## src/rtl/dpa_pkg.sv

```systemverilog
package dpa_pkg;
  localparam int CHANS  = 4;
  localparam int CHAN_W = 2;
  localparam int OFF_W  = 3;

  typedef struct packed {
    logic              hit;
    logic [CHAN_W-1:0] chan;
  } port_hit_t;

  // Sparse offset-to-channel map.
  function automatic port_hit_t decode_port(input logic [OFF_W-1:0] off);
    port_hit_t r;
    r.hit  = 1'b1;
    r.chan = '0;
    case (off)
      3'd7:    r.chan = 2'd0;
      3'd3:    r.chan = 2'd1;
      3'd1:    r.chan = 2'd2;
      3'd2:    r.chan = 2'd3;
      default: r.hit  = 1'b0;
    endcase
    return r;
  endfunction
endpackage

```

## src/rtl/dpa_port_decode.sv

```systemverilog
module dpa_port_decode
  import dpa_pkg::*;
(
  input  logic [OFF_W-1:0]  off,
  output logic              off_valid,
  output logic [CHAN_W-1:0] off_chan
);
  port_hit_t hit_w;

  always_comb begin
    hit_w     = decode_port(off);
    off_valid = hit_w.hit;
    off_chan  = hit_w.chan;
  end
endmodule

```

## src/rtl/dpa_page_file.sv

```systemverilog
module dpa_page_file #(
  parameter int CHANS     = 4,
  parameter int PAGE_W    = 8,
  parameter bit IMPLEMENT = 1'b1,
  localparam int CHAN_W   = $clog2(CHANS)
) (
  input  logic                    clk,
  input  logic                    rst_n,
  input  logic                    wr_en,
  input  logic [CHAN_W-1:0]       wr_chan,
  input  logic [PAGE_W-1:0]       wr_data,
  input  logic [CHAN_W-1:0]       rd_chan,
  output logic [PAGE_W-1:0]       rd_data,
  input  logic [CHAN_W-1:0]       sel_chan,
  output logic [PAGE_W-1:0]       sel_page,
  output logic [CHANS*PAGE_W-1:0] pages_flat
);
  logic [PAGE_W-1:0] page_q [CHANS];

  generate
    if (IMPLEMENT) begin : g_regs
      for (genvar c = 0; c < CHANS; c++) begin : g_chan
        always_ff @(posedge clk or negedge rst_n) begin
          if (!rst_n)
            page_q[c] <= '0;
          else if (wr_en && (wr_chan == CHAN_W'(c)))
            page_q[c] <= wr_data;
        end
      end
    end else begin : g_absent
      for (genvar c = 0; c < CHANS; c++) begin : g_chan
        assign page_q[c] = '0;
      end
      logic unused_wr;
      assign unused_wr = ^{wr_en, wr_chan, wr_data, clk, rst_n};
    end
  endgenerate

  generate
    for (genvar c = 0; c < CHANS; c++) begin : g_flat
      assign pages_flat[c*PAGE_W +: PAGE_W] = page_q[c];
    end
  endgenerate

  assign rd_data  = page_q[rd_chan];
  assign sel_page = page_q[sel_chan];
endmodule

```

## src/rtl/dpa_addr_calc.sv

```systemverilog
module dpa_addr_calc #(
  parameter int ADDR_W  = 16,
  parameter int CNT_W   = 17,
  parameter int PAGE_W  = 8,
  parameter int HI_BITS = 7,
  localparam int PHYS_W = HI_BITS + PAGE_W + ADDR_W
) (
  input  logic              clk,
  input  logic              rst_n,
  input  logic              go,
  input  logic [PAGE_W-1:0] lo_page,
  input  logic [PAGE_W-1:0] hi_page,
  input  logic [ADDR_W-1:0] cur_addr,
  input  logic [CNT_W-1:0]  pos,
  input  logic [CNT_W-1:0]  len,
  input  logic              dec,
  output logic [PHYS_W-1:0] phys_addr,
  output logic              phys_valid,
  output logic [PHYS_W-1:0] start_addr
);
  function automatic logic [PHYS_W-1:0] make_base(
      input logic [PAGE_W-1:0] hi, input logic [PAGE_W-1:0] lo,
      input logic [ADDR_W-1:0] a);
    return {hi[HI_BITS-1:0], lo, a};
  endfunction

  function automatic logic [PHYS_W-1:0] widen(input logic [CNT_W-1:0] v);
    return {{(PHYS_W-CNT_W){1'b0}}, v};
  endfunction

  function automatic logic [PHYS_W-1:0] step_addr(
      input logic [PHYS_W-1:0] base, input logic [CNT_W-1:0] p,
      input logic [CNT_W-1:0] l, input logic down);
    if (down) return base - widen(p) - widen(l);
    else      return base + widen(p);
  endfunction

  logic [PHYS_W-1:0] base_w;
  logic unused_hi;

  assign unused_hi  = ^hi_page[PAGE_W-1:HI_BITS];
  assign base_w     = make_base(hi_page, lo_page, cur_addr);
  assign start_addr = step_addr(base_w, pos, len, dec);

  always_ff @(posedge clk or negedge rst_n) begin
    if (!rst_n) begin
      phys_addr  <= '0;
      phys_valid <= 1'b0;
    end else begin
      phys_valid <= go;
      if (go) phys_addr <= start_addr;
    end
  end
endmodule

```

## src/rtl/dma_page_addr_gen.sv

```systemverilog
module dma_page_addr_gen
  import dpa_pkg::*;
#(
  parameter bit HIGH_EN = 1'b1,
  parameter int ADDR_W  = 16,
  parameter int CNT_W   = 17,
  parameter int PAGE_W  = 8,
  parameter int HI_BITS = 7,
  localparam int PHYS_W = HI_BITS + PAGE_W + ADDR_W
) (
  input  logic              clk,
  input  logic              rst_n,
  input  logic              reg_wr,
  input  logic              reg_sel_high,
  input  logic [OFF_W-1:0]  reg_off,
  input  logic [PAGE_W-1:0] reg_wdata,
  output logic [PAGE_W-1:0] reg_rdata,
  input  logic              calc_go,
  input  logic [CHAN_W-1:0] calc_chan,
  input  logic [ADDR_W-1:0] cur_addr,
  input  logic [CNT_W-1:0]  xfer_pos,
  input  logic [CNT_W-1:0]  xfer_len,
  input  logic              mode_dec,
  output logic [PHYS_W-1:0] phys_addr,
  output logic              phys_valid
);
  logic                    off_valid;
  logic [CHAN_W-1:0]       off_chan;
  logic                    lo_wr_en, hi_wr_en;
  logic [PAGE_W-1:0]       lo_rd, hi_rd, lo_sel, hi_sel;
  logic [CHANS*PAGE_W-1:0] lo_flat, hi_flat;
  logic [PHYS_W-1:0]       start_addr;

  dpa_port_decode u_decode (
    .off       (reg_off),
    .off_valid (off_valid),
    .off_chan  (off_chan)
  );

  assign lo_wr_en = reg_wr && off_valid && !reg_sel_high;
  assign hi_wr_en = reg_wr && off_valid &&  reg_sel_high;

  dpa_page_file #(.CHANS(CHANS), .PAGE_W(PAGE_W), .IMPLEMENT(1'b1)) u_lo_file (
    .clk(clk), .rst_n(rst_n), .wr_en(lo_wr_en), .wr_chan(off_chan),
    .wr_data(reg_wdata), .rd_chan(off_chan), .rd_data(lo_rd),
    .sel_chan(calc_chan), .sel_page(lo_sel), .pages_flat(lo_flat)
  );

  dpa_page_file #(.CHANS(CHANS), .PAGE_W(PAGE_W), .IMPLEMENT(HIGH_EN)) u_hi_file (
    .clk(clk), .rst_n(rst_n), .wr_en(hi_wr_en), .wr_chan(off_chan),
    .wr_data(reg_wdata), .rd_chan(off_chan), .rd_data(hi_rd),
    .sel_chan(calc_chan), .sel_page(hi_sel), .pages_flat(hi_flat)
  );

  always_comb begin
    reg_rdata = '0;
    if (off_valid) reg_rdata = reg_sel_high ? hi_rd : lo_rd;
  end

  dpa_addr_calc #(.ADDR_W(ADDR_W), .CNT_W(CNT_W), .PAGE_W(PAGE_W),
                  .HI_BITS(HI_BITS)) u_calc (
    .clk(clk), .rst_n(rst_n), .go(calc_go),
    .lo_page(lo_sel), .hi_page(hi_sel), .cur_addr(cur_addr),
    .pos(xfer_pos), .len(xfer_len), .dec(mode_dec),
    .phys_addr(phys_addr), .phys_valid(phys_valid), .start_addr(start_addr)
  );
endmodule

```

## config.mk

```make
export PLATFORM = sky130hd
export DESIGN_NAME = dma_page_addr_gen
export DESIGN_NICKNAME = d
export VERILOG_FILES = /design/src/rtl/dpa_pkg.sv /design/src/rtl/dpa_port_decode.sv /design/src/rtl/dpa_page_file.sv /design/src/rtl/dpa_addr_calc.sv /design/src/rtl/dma_page_addr_gen.sv
export SDC_FILE = /design/constraint.sdc
export NUM_CORES = 1
export LEC_CHECK = 0
export BUFFER_PORTS_ARGS = -buffer_cell sky130_fd_sc_hd__buf_2
export CAP_MARGIN = 20
export CORE_MARGIN = 2
export CORE_UTILIZATION = 60
export DETAILED_ROUTE_END_ITERATION = 16
export PLACE_DENSITY_LB_ADDON = 0.05
export SLEW_MARGIN = 0
export SYNTH_ARGS = -nofsm -noshare
export SYNTH_HDL_FRONTEND = slang
export SYNTH_SLANG_ARGS = --single-unit
```

## constraint.sdc

```tcl
create_clock -name clk -period 8.3 [get_ports clk]
set_clock_uncertainty 0.2 [all_clocks]
set_input_delay 0.83 -clock clk [delete_from_list [all_inputs] [get_ports clk]]
set_output_delay 0.83 -clock clk [all_outputs]
set_load 0.05 [all_outputs]
```

# Word level (Yosys, flattened, before mapping)
# Cells that the tools add are included.
[op_classes]
shift = 0
bitwise_logic = 2
div_mod_pow = 0
magnitude_cmp = 2
n_eq_ne = 7
muxes = 17
addsub = 3
mul = 0
reduce_logical = 14
[ops]
columns = ["operator", "count"]
rows = [
  ["binary-select mux 8 bit (select 2 bit)", 4],
  ["two-way mux 8 bit", 8],
  ["subtractor 31 x 17 -> 31 bit", 2],
  ["adder 31 x 17 -> 31 bit", 1],
  ["two-way mux 31 bit", 1],
  ["two-way mux 7 bit", 2],
  ["logical AND 1 bit", 11],
  ["== test 3 x 2 -> 1 bit, second input constant", 2],
  ["greater-or-equal comparator 3 bit, second input constant", 2],
  ["inverter 2 -> 3 bit", 2],
  ["case mux 2 bit (3 select lines)", 1],
  ["== test 2 bit, second input constant", 2],
  ["OR reduction 4 bit", 1],
  ["== test 3 x 1 -> 1 bit, second input constant", 1],
  ["== test 3 bit, second input constant", 1],
  ["== test 2 x 1 -> 1 bit, second input constant", 1],
  ["logical NOT 2 bit", 1],
  ["logical NOT 1 bit", 1],
  ["two-way mux 1 bit", 1],
]
[totals]
wordCells = 55
latch_bits = 0
mem_bits_ro = 0
in_bits = 69
register_bits = 96
mem_count = 0
mem_bits_rw = 0

# Depth between registers and ports, before layout
# Gate-level depths: netlist (run 1).
[logic_depth]
ltp_word = 8
depth_mapped = 13
mapped_depth_nobuf = 12

# Hierarchy
# Synthesis (run 1) repeated with hierarchy kept, for this count alone.
[unflattened]
hier_cells = 774
hier_area_um2 = 7933.9
[modules_own_cells]
columns = ["module", "seq_area_each_um2", "area_each_um2", "cells_each", "n_inst"]
rows = [
  ["dpa_addr_calc", 800.8, 4560.6, 573, 1],
  ["dpa_page_file", 800.8, 1590.3, 88, 2],
  ["dma_page_addr_gen", 0.0, 156.4, 20, 1],
  ["dpa_port_decode", 0.0, 36.3, 5, 1],
]

# Worst setup path before layout (run 1)
# OpenSTA, ideal clock, no wires.
[synth_timing]
path_kind = "input port to flip-flop"
startpoint = "input calc_chan[0]"
endpoint = "register u_calc.phys_addr[22]"
arrival_time_ns = 3.937
path_buffers = 2
slack_ns = 4.038
path_stages = 13
setup_ns = 0.125
required_time_ns = 7.975
path_cell_list = "buf_6 > buf_12 > mux4_1 > fa_1 > ha_1 > a21o_1 > nand2_1 > o21ai_0 > o41ai_1 > nand2_1 > o32ai_1 > xnor2_1 > mux2_2"
[synth_via]
elab_chain_len = 7
[synth_rtl]
columns = ["item", "line_no", "rtl"]
rows = [
  ["start: declaration", "dma_page_addr_gen.sv:19", "input logic [CHAN_W-1:0] calc_chan,"],
  ["inverter 2 -> 3 bit (implied by the code) *", "dpa_page_file.sv:46", "assign sel_page = page_q[sel_chan];"],
  ["binary-select mux 8 bit (select 2 bit) *", "dpa_page_file.sv:46", ""],
  ["two-way mux 8 bit (implied by the code) * (2 in series)", "dpa_page_file.sv:46", ""],
  ["subtractor 31 x 17 -> 31 bit (2 in series)", "dpa_addr_calc.sv:34", "if (down) return base - widen(p) - widen(l);"],
  ["two-way mux 31 bit *", "dpa_addr_calc.sv:34", ""],
  ["end signal: assignment", "dpa_addr_calc.sv:51", "if (go) phys_addr <= start_addr;"],
  ["end: declaration", "dpa_addr_calc.sv:17", "output logic [PHYS_W-1:0] phys_addr,"],
]
# Mark *: on every way between the ends. The rest lies on a longest branch, timed or not. The select of a mux whose other input is x is not followed.
# A chain may end at the register's enable or synchronous reset.

# Worst setup path after layout (run 1)
# Ends and elaborated chain as after synthesis.

==> flow_metrics.py, run 1 <==
metrics = {
    "synthesis": {
        "syn_area_per_cell_um2": 9.91,
        "ys_warn_count": 0,
        "async_flop_share_pct": 100,
        "syn-num-nets": 870,
        "synth_top_area_share_pct": 32.5,
        "netlist_top_cells_count": "96 x dfrtp_1, 74 x mux2_2, 65 x a21oi_1",
        "ys_types": 66,
        "synthTopCellsByArea": "dfrtp_1 33%, mux2_2 11%, ha_1 6.3%",
        "synth_edf_count": 0,
        "yosysSeqAreaShare_pct": 32.5,
        "synth-main-ff-cell": "dfrtp_1",
        "synth_most_common_cell": "dfrtp_1",
        "yosys.area.top_type": "dfrtp_1",
        "ys_ff_latch": 96,
        "synth_area_um2": 7390,
        "syn_inst": 746,
    },
    "global_routing": {
        "grt_overflow": 0,
        "grt_pass1_vias": 6207,
        "use_met1_pct": 37.5,
        "grt_util_met3_pct": 5.11,
        "antenna_found_initial": 0,
        "top_usage_layer": "met2",
        "grt.met2_usage_pct": 51.9,
        "grt_usage_pct": 29.8,
        "grt_start_max_net_pins": 60,
        "grt_pass1_wl_um": 30600,
    },
    "sta": {
        "min_period_over_period_pct": 55.3,
        "worst_hold_slack_ps": 243,
        "setup_violations": 0,
        "hold_viol_final": 0,
        "worst_slew_pin_slew_ps": 915,
        "report.final.slew_viol_count": 0,
        "max_freq_mhz": 218,
        "min_period_ps": 4590,
        "rsz0062_at_grt": "false",
        "fin_tns_setup_ps": 0,
        "relSlewSlack_pct": 38.8,
    },
    "detailed_routing": {
        "vias_per_cell": 6.25,
        "wl_per_cell_um": 19.4,
        "ant_nets": 0,
        "drt-pass1-iter-count": 6,
        "drc": 0,
        "drt_iter0_drc": 467,
        "via_count": 6204,
        "totalWireLength_um": 19300,
    },
    "clock_network": {
        "post_cts_resized": 0,
        "cts_root_buf": "clkbuf_16",
        "clock_sinks": 96,
        "post_cts_buffers": 0,
        "postCtsHoldBufs": 0,
        "cts_max_path_buffers": 2,
        "clk_pin_slew_ps": 70,
        "cts_tree": "built",
        "h-tree-depth": 3,
        "insertion_delay_ps": 350,
        "cts_buffers": 9,
    },
    "critical_path": {
        "crit_family": "compound AO/OA/AOI/OAI gates",
        "critical_path_arrival_ps": 4630,
        "slowest_delay_ps": 690,
        "worst-setup-path-type": "in2reg",
        "cp_slowest_cell": "mux4_1",
        "crit_fanout": 15,
        "cp_num_buf_inv": 1,
        "critPathRequiredTime_ps": 8340,
        "crit_path_end_kind": "register",
        "crit_top_cell": "nand2_1",
        "path_cells": "buf_2, mux4_1, fa_1, ha_1, a21o_1, nand2_1, o21ai_0, o41ai_1, nand2_1, o32ai_1, xnor2_1, mux2_2",
        "startpoint_type": "primary input",
    },
    "finish": {
        "finalNetCount": 965,
        "seqCellArea_um2": 2400,
        "final_area_um2": 8240,
        "area_growth_pct": 11.5,
        "multiInputGateArea_um2": 4600,
        "post-route-util_pct": 68.6,
        "n_antenna_cell": 0,
        "fill_cells": 985,
        "drive_gt1_share_pct": 25.1,
        "final_cells": 992,
    },
    "placement": {
        "place_area_um2": 7960,
        "dp_hpwl_um": 14300,
        "portBuffers": 108,
        "post-place-cells": 977,
        "gp_congestion": 0.920,
    },
    "floorplanning": {
        "fp.dieH_um": 115,
        "ios": 109,
        "die_x_um": 115,
        "core_area_um2": 12000,
        "rows": 40,
        "initial_utilization_pct": 61.5,
        "dieArea_um2": 13200,
    },
    "min_path": {
        "hold_path.class": "in2async",
    },
    "pwr": {
        "power_density_nw_per_um2": 237,
        "ir_drop_mv": 0.142,
        "cellLeakagePower_nw": 3.84,
    },
    "run_status": {
        "status": "complete, no violations",
    },
    "flow_run": {
        "cap_violations": 0,
    },
}
## cells in the final DEF (no fill, tap or decap), types with 5 or more instances in the layout
cell type	netlist	layout
a31oi_1	8	8
o22ai_1	6	6
mux2i_1	18	18
clkbuf_16	0	9
a21o_1	12	12
mux4_2	5	5
nand3_1	11	11
o21a_1	6	6
nand2_1	48	48
inv_1	54	54
o21ai_0	30	30
buf_2	0	107
nor3_1	11	11
o211ai_1	10	10
xnor2_1	25	25
fa_1	18	18
nor2_1	58	58
o221ai_1	15	15
a211oi_1	5	5
xor2_1	15	15
dfrtp_1	96	96
o31ai_1	5	5
ha_1	37	37
a21oi_1	65	65
mux4_1	9	9
mux2_2	74	74
or3_1	6	6
and3_1	6	6
## routing by layer
| metal | wire length (µm) | up-vias | share of wire (%) |
|---|---|---|---|
| met5 | 0 | - | 0 |
| met4 | 453 | 0 | 2.4 |
| met3 | 1140 | 39 | 5.9 |
| met2 | 9550 | 251 | 50 |
| met1 | 8110 | 2970 | 42 |
| li1 | - | 2944 | - |
## logic make-up after synthesis
group / share of synthesized area, %
compound gates: 17.1
xor+xnor: 4.74
fa+ha+maj: 11.1
buf+inv: 5.23
flops: 32.5
mux: 18.4
simple gates: 10.8
## per-stage QoR
stage | setup slack [ps] | total power, mW
floorplan | 4040 | 1.32
global placement | 3550 | 1.53
detailed placement | 3420 | 1.55
CTS | 3780 | 1.95
global route | 3560 | 2.06
finish | 3710 | 1.95
## final timing paths
kind | slack [ps] | from | depth (start not counted) | to
worst max-delay path | 3710 | calc_chan[0] | 12 | u_calc.phys_addr[22]$_DFFE_PN0P_
min in group clk | 280 | u_calc.phys_addr[19]$_DFFE_PN0P_ | 2 | u_calc.phys_addr[19]$_DFFE_PN0P_
worst min-delay path | 240 | rst_n | 1 | u_lo_file.pages_flat[3]$_DFFE_PN0P_
worst min register to register | 280 | u_calc.phys_addr[19]$_DFFE_PN0P_ | 2 | u_calc.phys_addr[19]$_DFFE_PN0P_
worst max register to register | 4320 | u_lo_file.pages_flat[8]$_DFFE_PN0P_ | 11 | u_calc.phys_addr[22]$_DFFE_PN0P_
max in group asynchronous | 6500 | rst_n | 2 | u_calc.phys_addr[5]$_DFFE_PN0P_
## final cells by class
| type | instances | share of cell area (%) |
|---|---|---|
| multi-input combinational | 567 | 55.9 |
| sequential | 96 | 29.2 |
| timing repair buffer | 111 | 6.86 |
| clock buffer | 13 | 3.16 |
| inverter | 56 | 2.55 |
| tap | 147 | 2.23 |
| clock inverter | 2 | 0.182 |
## flip-flops by register name, summed over array words and instances (netlist names)
register              cells
u_calc.phys_addr         31
u_lo_file.pages_flat     32
u_calc.phys_valid         1
u_hi_file.pages_flat     32
## where the power goes
part	switching, mW	internal (mW)
combinational	0.551	0.337
sequential	0.0806	0.586
clock	0.178	0.218
total	0.809	1.14
(Power assumes the default switching activity.)
==> inputs of run 2 (changes only) <==
--- a/config.mk
+++ b/config.mk
@@ -8,7 +8,7 @@
 export BUFFER_PORTS_ARGS = -buffer_cell sky130_fd_sc_hd__buf_2
 export CAP_MARGIN = 20
 export CORE_MARGIN = 2
-export CORE_UTILIZATION = 60
+export CORE_UTILIZATION = 53
 export DETAILED_ROUTE_END_ITERATION = 16
 export PLACE_DENSITY_LB_ADDON = 0.05
 export SLEW_MARGIN = 0
==> constraint.sdc (replaced) <==
create_clock -name clk -period 4 [get_ports clk]
set_clock_uncertainty 0.2 [all_clocks]
set_input_delay 0.4 -clock clk [delete_from_list [all_inputs] [get_ports clk]]
set_output_delay 0.4 -clock clk [all_outputs]
set_load 0.05 [all_outputs]
==> flow_metrics.py, run 2 (same netlist as run 1, synthesis figures left out) <==
metrics = {
    "detailed_routing": {
        "drc": 0,
        "drt-pass1-iter-count": 6,
        "drt_iter0_drc": 314,
        "vias_per_cell": 6.10,
        "wl_per_cell_um": 18.8,
        "ant_nets": 0,
        "via_count": 6325,
        "totalWireLength_um": 19500,
    },
    "min_path": {
        "hold_path.class": "in2reg",
        "whs_path_depth": 2,
    },
    "floorplanning": {
        "ios": 109,
        "die_x_um": 122,
        "rows": 43,
        "core_area_um2": 13800,
        "fp.dieH_um": 122,
        "initial_utilization_pct": 53.7,
        "dieArea_um2": 14900,
    },
    "clock_network": {
        "insertion_delay_ps": 350,
        "post_cts_resized": 0,
        "h-tree-depth": 3,
        "clock_sinks": 96,
        "clk_pin_slew_ps": 70,
        "cts_buffers": 9,
        "cts_root_buf": "clkbuf_16",
        "cts_tree": "built",
        "cts_max_path_buffers": 2,
    },
    "critical_path": {
        "critical_path_arrival_ps": 3840,
        "crit_path_end_kind": "register",
        "critPathRequiredTime_ps": 4020,
        "worst-setup-path-type": "reg2reg",
        "startpoint_type": "register",
        "r2r.worst_path.cells": 11,
        "crit_fanout": 4,
    },
    "finish": {
        "seqCellArea_um2": 2400,
        "drive_gt1_share_pct": 26.3,
        "layout_commonest_cell": "buf_2",
        "multiInputGateArea_um2": 4610,
        "n_antenna_cell": 0,
        "final_cells": 1037,
        "area_growth_pct": 13.7,
        "finalNetCount": 976,
        "mostFrequentLayoutCells": "107 x buf_2, 96 x dfrtp_1, 74 x mux2_2",
        "fill_cells": 1225,
    },
    "pwr": {
        "ir_drop_mv": 0.329,
        "power_density_nw_per_um2": 493,
        "cellLeakagePower_nw": 3.92,
    },
    "flow_run": {
        "cap_violations": 0,
    },
    "sta": {
        "min_period_ps": 3810,
        "report.final.slew_viol_count": 0,
        "relSlewSlack_pct": 33.6,
        "max_freq_mhz": 262,
        "worst_slew_pin_slew_ps": 992,
        "hold_viol_final": 0,
        "rsz0062_at_grt": "false",
        "fin_tns_setup_ps": 0,
        "min_period_over_period_pct": 95.4,
        "setup_violations": 0,
        "worst_hold_slack_ps": 184,
    },
    "placement": {
        "dp_hpwl_um": 14600,
        "portBuffers": 108,
        "gp_congestion": 0.933,
        "post-place-cells": 1020,
    },
    "global_routing": {
        "antenna_found_initial": 0,
        "grt_overflow": 0,
        "grt_usage_pct": 26.8,
        "grt_pass1_wl_um": 31100,
        "grt_pass1_vias": 6293,
        "grt_start_max_net_pins": 36,
    },
    "run_status": {
        "status": "complete, no violations",
    },
}
-- run 2: final timing paths --
| kind | startpoint | endpoint | slack (ps) |
|---|---|---|---|
| worst max-delay path | u_lo_file.pages_flat[8]$_DFFE_PN0P_ | u_calc.phys_addr[22]$_DFFE_PN0P_ | 190 |
| worst min-delay path | reg_wdata[1] | u_hi_file.pages_flat[1]$_DFFE_PN0P_ | 180 |
| worst max register to register | u_lo_file.pages_flat[8]$_DFFE_PN0P_ | u_calc.phys_addr[22]$_DFFE_PN0P_ | 190 |
| worst min register to register | u_calc.phys_addr[20]$_DFFE_PN0P_ | u_calc.phys_addr[20]$_DFFE_PN0P_ | 290 |
| max in group asynchronous | rst_n | u_calc.phys_addr[0]$_DFFE_PN0P_ | 2440 |
| min in group asynchronous | rst_n | u_lo_file.pages_flat[25]$_DFFE_PN0P_ | 350 |
-- run 2: report_power, final --
part | switching [mW] | total, mW | internal (mW) | leakage, nW
registers | 0.172 | 1.39 | 1.22 | 1.16
logic | 1.14 | 1.86 | 0.720 | 2.61
clock network | 0.376 | 0.897 | 0.521 | 0.149
-- run 2: what timing repair did --
item,4_1_cts,5_1_grt
hold buffers,1,0
hold endpoints to repair,33,0
buffers inserted,0,0
setup endpoints to repair,0,0
-- run 2: per-stage QoR --
step                util [%]  power [mW]  cell area, µm²  worst slack (ps)
floorplan                  -        2.74            7390               168
global placement        58.7        3.20            8090               143
detailed placement      58.7        3.25            8090              64.0
CTS                     61.0        4.15            8400               208
global route            61.0        4.38            8400              1.64
finish                  61.0        4.15            8400               186
-- run 2: critical path, stage by stage (launching register included) --
cell and delay (ps):
dfrtp_1 390, mux4_1 600, fa_1 460, ha_1 320, a21o_1 160, nand2_1 110, o21ai_0 110, o41ai_1 450
nand2_1 200, o32ai_1 320, xnor2_1 100, mux2_2 270
-- run 2: cell type report --
cell class	count	share of cell area (%)
Clock buffer	12	3.05
Clock inverter	4	0.610
Inverter	56	2.50
Multi-Input combinational cell	567	54.8
Sequential cell	96	28.6
Tap cell	180	2.68
Timing Repair Buffer	122	7.74
-- run 2: per-layer routing --
metal / vias to the layer above / share of wire, % / track usage [%]
met5: - / 0 / 0
met4: 0 / 2.6 / 10.6
met3: 45 / 5.4 / 2.95
met2: 237 / 49 / 46.1
met1: 3091 / 43 / 34.7
li1: 2952 / - / -
==> inputs of run 3 (changes only) <==
--- a/config.mk
+++ b/config.mk
@@ -8,10 +8,11 @@
 export BUFFER_PORTS_ARGS = -buffer_cell sky130_fd_sc_hd__buf_2
 export CAP_MARGIN = 20
 export CORE_MARGIN = 2
-export CORE_UTILIZATION = 53
+export CORE_UTILIZATION = 54
 export DETAILED_ROUTE_END_ITERATION = 16
 export PLACE_DENSITY_LB_ADDON = 0.05
 export SLEW_MARGIN = 0
 export SYNTH_ARGS = -nofsm -noshare
 export SYNTH_HDL_FRONTEND = slang
+export SYNTH_HIERARCHICAL = 1
 export SYNTH_SLANG_ARGS = --single-unit
==> flow_metrics.py, run 3 <==
metrics = {
    "detailed_routing": {
        "drt-pass1-iter-count": 8,
        "totalWireLength_um": 21100,
        "drt_iter0_drc": 430,
        "wl_per_cell_um": 20.5,
        "ant_nets": 0,
        "vias_per_cell": 6.26,
        "via_count": 6431,
        "drc": 0,
    },
    "finish": {
        "fill_cells": 1206,
        "area_growth_pct": 13.1,
        "mostFrequentLayoutCells": "107 x buf_2, 96 x dfrtp_1, 81 x mux2_2",
        "drive_gt1_share_pct": 31.3,
        "finalNetCount": 967,
        "layout_commonest_cell": "buf_2",
        "final_cells": 1028,
        "n_antenna_cell": 0,
    },
    "critical_path": {
        "slowest_delay_ps": 560,
        "critical_path_arrival_ps": 3720,
        "r2r_slack_ps": 320,
        "crit_fanout": 11,
        "cp_num_buf_inv": 0,
        "r2r-end": "u_calc/phys_addr[22]$_DFFE_PN0P_",
        "cp_slowest_cell": "mux4_2",
        "crit_path_end_kind": "register",
        "path_cells": "mux4_2, fa_1, ha_1, nand4_1, or3_1, o21ai_1, nor2_1, or3_1, a31o_1",
        "crit_family": "simple AND/OR/NAND/NOR gates",
        "startpoint_type": "register",
        "cp_num_cells": 9,
        "crit_top_cell": "or3_1",
        "r2r.worst_path.cells": 9,
        "worst-setup-path-type": "reg2reg",
        "critPathRequiredTime_ps": 4040,
        "r2r-start": "u_lo_file/pages_flat[24]$_DFFE_PN0P_",
    },
    "synthesis": {
        "synth_area_um2": 7730,
        "ys_warn_count": 6,
        "syn_inst": 747,
        "syn_area_per_cell_um2": 10.4,
        "syn-num-nets": 871,
    },
    "pwr": {
        "cellLeakagePower_nw": 3.98,
        "power.total_mw": 4.49,
        "ir_drop_mv": 0.327,
        "power_density_nw_per_um2": 513,
    },
    "global_routing": {
        "antenna_found_initial": 0,
        "grt_pass1_wl_um": 33100,
        "grt_overflow": 0,
        "grt_pass1_vias": 6421,
        "grt_usage_pct": 28.5,
        "grt_start_max_net_pins": 42,
    },
    "clock_network": {
        "insertion_delay_ps": 360,
        "cts_root_buf": "clkbuf_16",
        "post_cts_resized": 0,
        "post_cts_buffers": 0,
        "cts_tree": "built",
        "h-tree-depth": 3,
        "postCtsHoldBufs": 1,
        "clock_sinks": 96,
        "cts_buffers": 9,
        "clk_pin_slew_ps": 70,
        "cts_max_path_buffers": 2,
    },
    "run_status": {
        "status": "complete, no violations",
    },
    "sta": {
        "hold_viol_final": 0,
        "min_period_ps": 3680,
        "rsz0062_at_grt": "false",
        "fin_tns_setup_ps": 0,
        "max_freq_mhz": 272,
        "min_period_over_period_pct": 92.0,
        "worst_slew_pin_slew_ps": 837,
        "relSlewSlack_pct": 44.2,
        "setup_violations": 0,
        "report.final.slew_viol_count": 0,
    },
    "floorplanning": {
        "ios": 109,
        "dieArea_um2": 15300,
        "core_area_um2": 13900,
        "rows": 43,
        "die_x_um": 124,
        "fp.dieH_um": 124,
        "initial_utilization_pct": 55.5,
    },
    "placement": {
        "post-place-cells": 1011,
        "dp_hpwl_um": 16100,
        "portBuffers": 108,
        "gp_congestion": 0.902,
    },
    "flow_run": {
        "cap_violations": 0,
    },
    "min_path": {
        "hold_start": "reg_wdata[3]",
        "hold_path.class": "in2reg",
        "hold_end": "u_hi_file/pages_flat[27]$_DFFE_PN0P_",
        "whs_path_depth": 2,
    },
}
-- run 3: how the worst max path moves through the flow --
stage / start / to / slack (ps)
global placement: calc_chan[0] / u_calc/phys_addr[25]$_DFFE_PN0P_ / 310
floorplan: calc_chan[0] / u_calc/phys_addr[21]$_DFFE_PN0P_ / 260
CTS: u_lo_file/pages_flat[24]$_DFFE_PN0P_ / u_calc/phys_addr[22]$_DFFE_PN0P_ / 360
detailed placement: calc_chan[0] / u_calc/phys_addr[22]$_DFFE_PN0P_ / 210
finish: u_lo_file/pages_flat[24]$_DFFE_PN0P_ / u_calc/phys_addr[22]$_DFFE_PN0P_ / 320
global route: u_lo_file/pages_flat[8]$_DFFE_PN0P_ / u_calc/phys_addr[22]$_DFFE_PN0P_ / 190
-- run 3: metal layers --
layer,up-vias,wire [µm],track usage [%]
met4,0,688,12.5
met5,-,0,0
met3,52,1050,2.66
li1,2971,-,-
met1,3161,8800,36.4
met2,247,10500,49.4
-- run 3: stage by stage --
stage / utilization, % / setup slack (ps) / area (µm²) / hold slack [ps]
after floorplan: - / 259 / 7730 / -95.6
final: 62.8 / 321 / 8750 / 179
after CTS: 62.8 / 363 / 8750 / 173
after global placement: 60.5 / 310 / 8430 / 131
after global routing: 62.8 / 188 / 8750 / 194
after detailed placement: 60.5 / 214 / 8430 / 140
-- run 3: cell type report --
type	instances	area, µm²	area share [%]
Multi-Input combinational cell	571	5010	57.3
Sequential cell	96	2400	27.5
Timing Repair Buffer	118	621	7.10
Clock buffer	9	225	2.58
Tap cell	180	225	2.58
Inverter	47	176	2.02
Clock inverter	7	83.8	0.959
-- run 3: where the power goes --
part	leakage [nW]	switching, mW	total (mW)	internal (mW)
combinational	2.64	1.33	2.16	0.825
clock	0.149	0.422	0.919	0.498
sequential	1.19	0.177	1.42	1.24
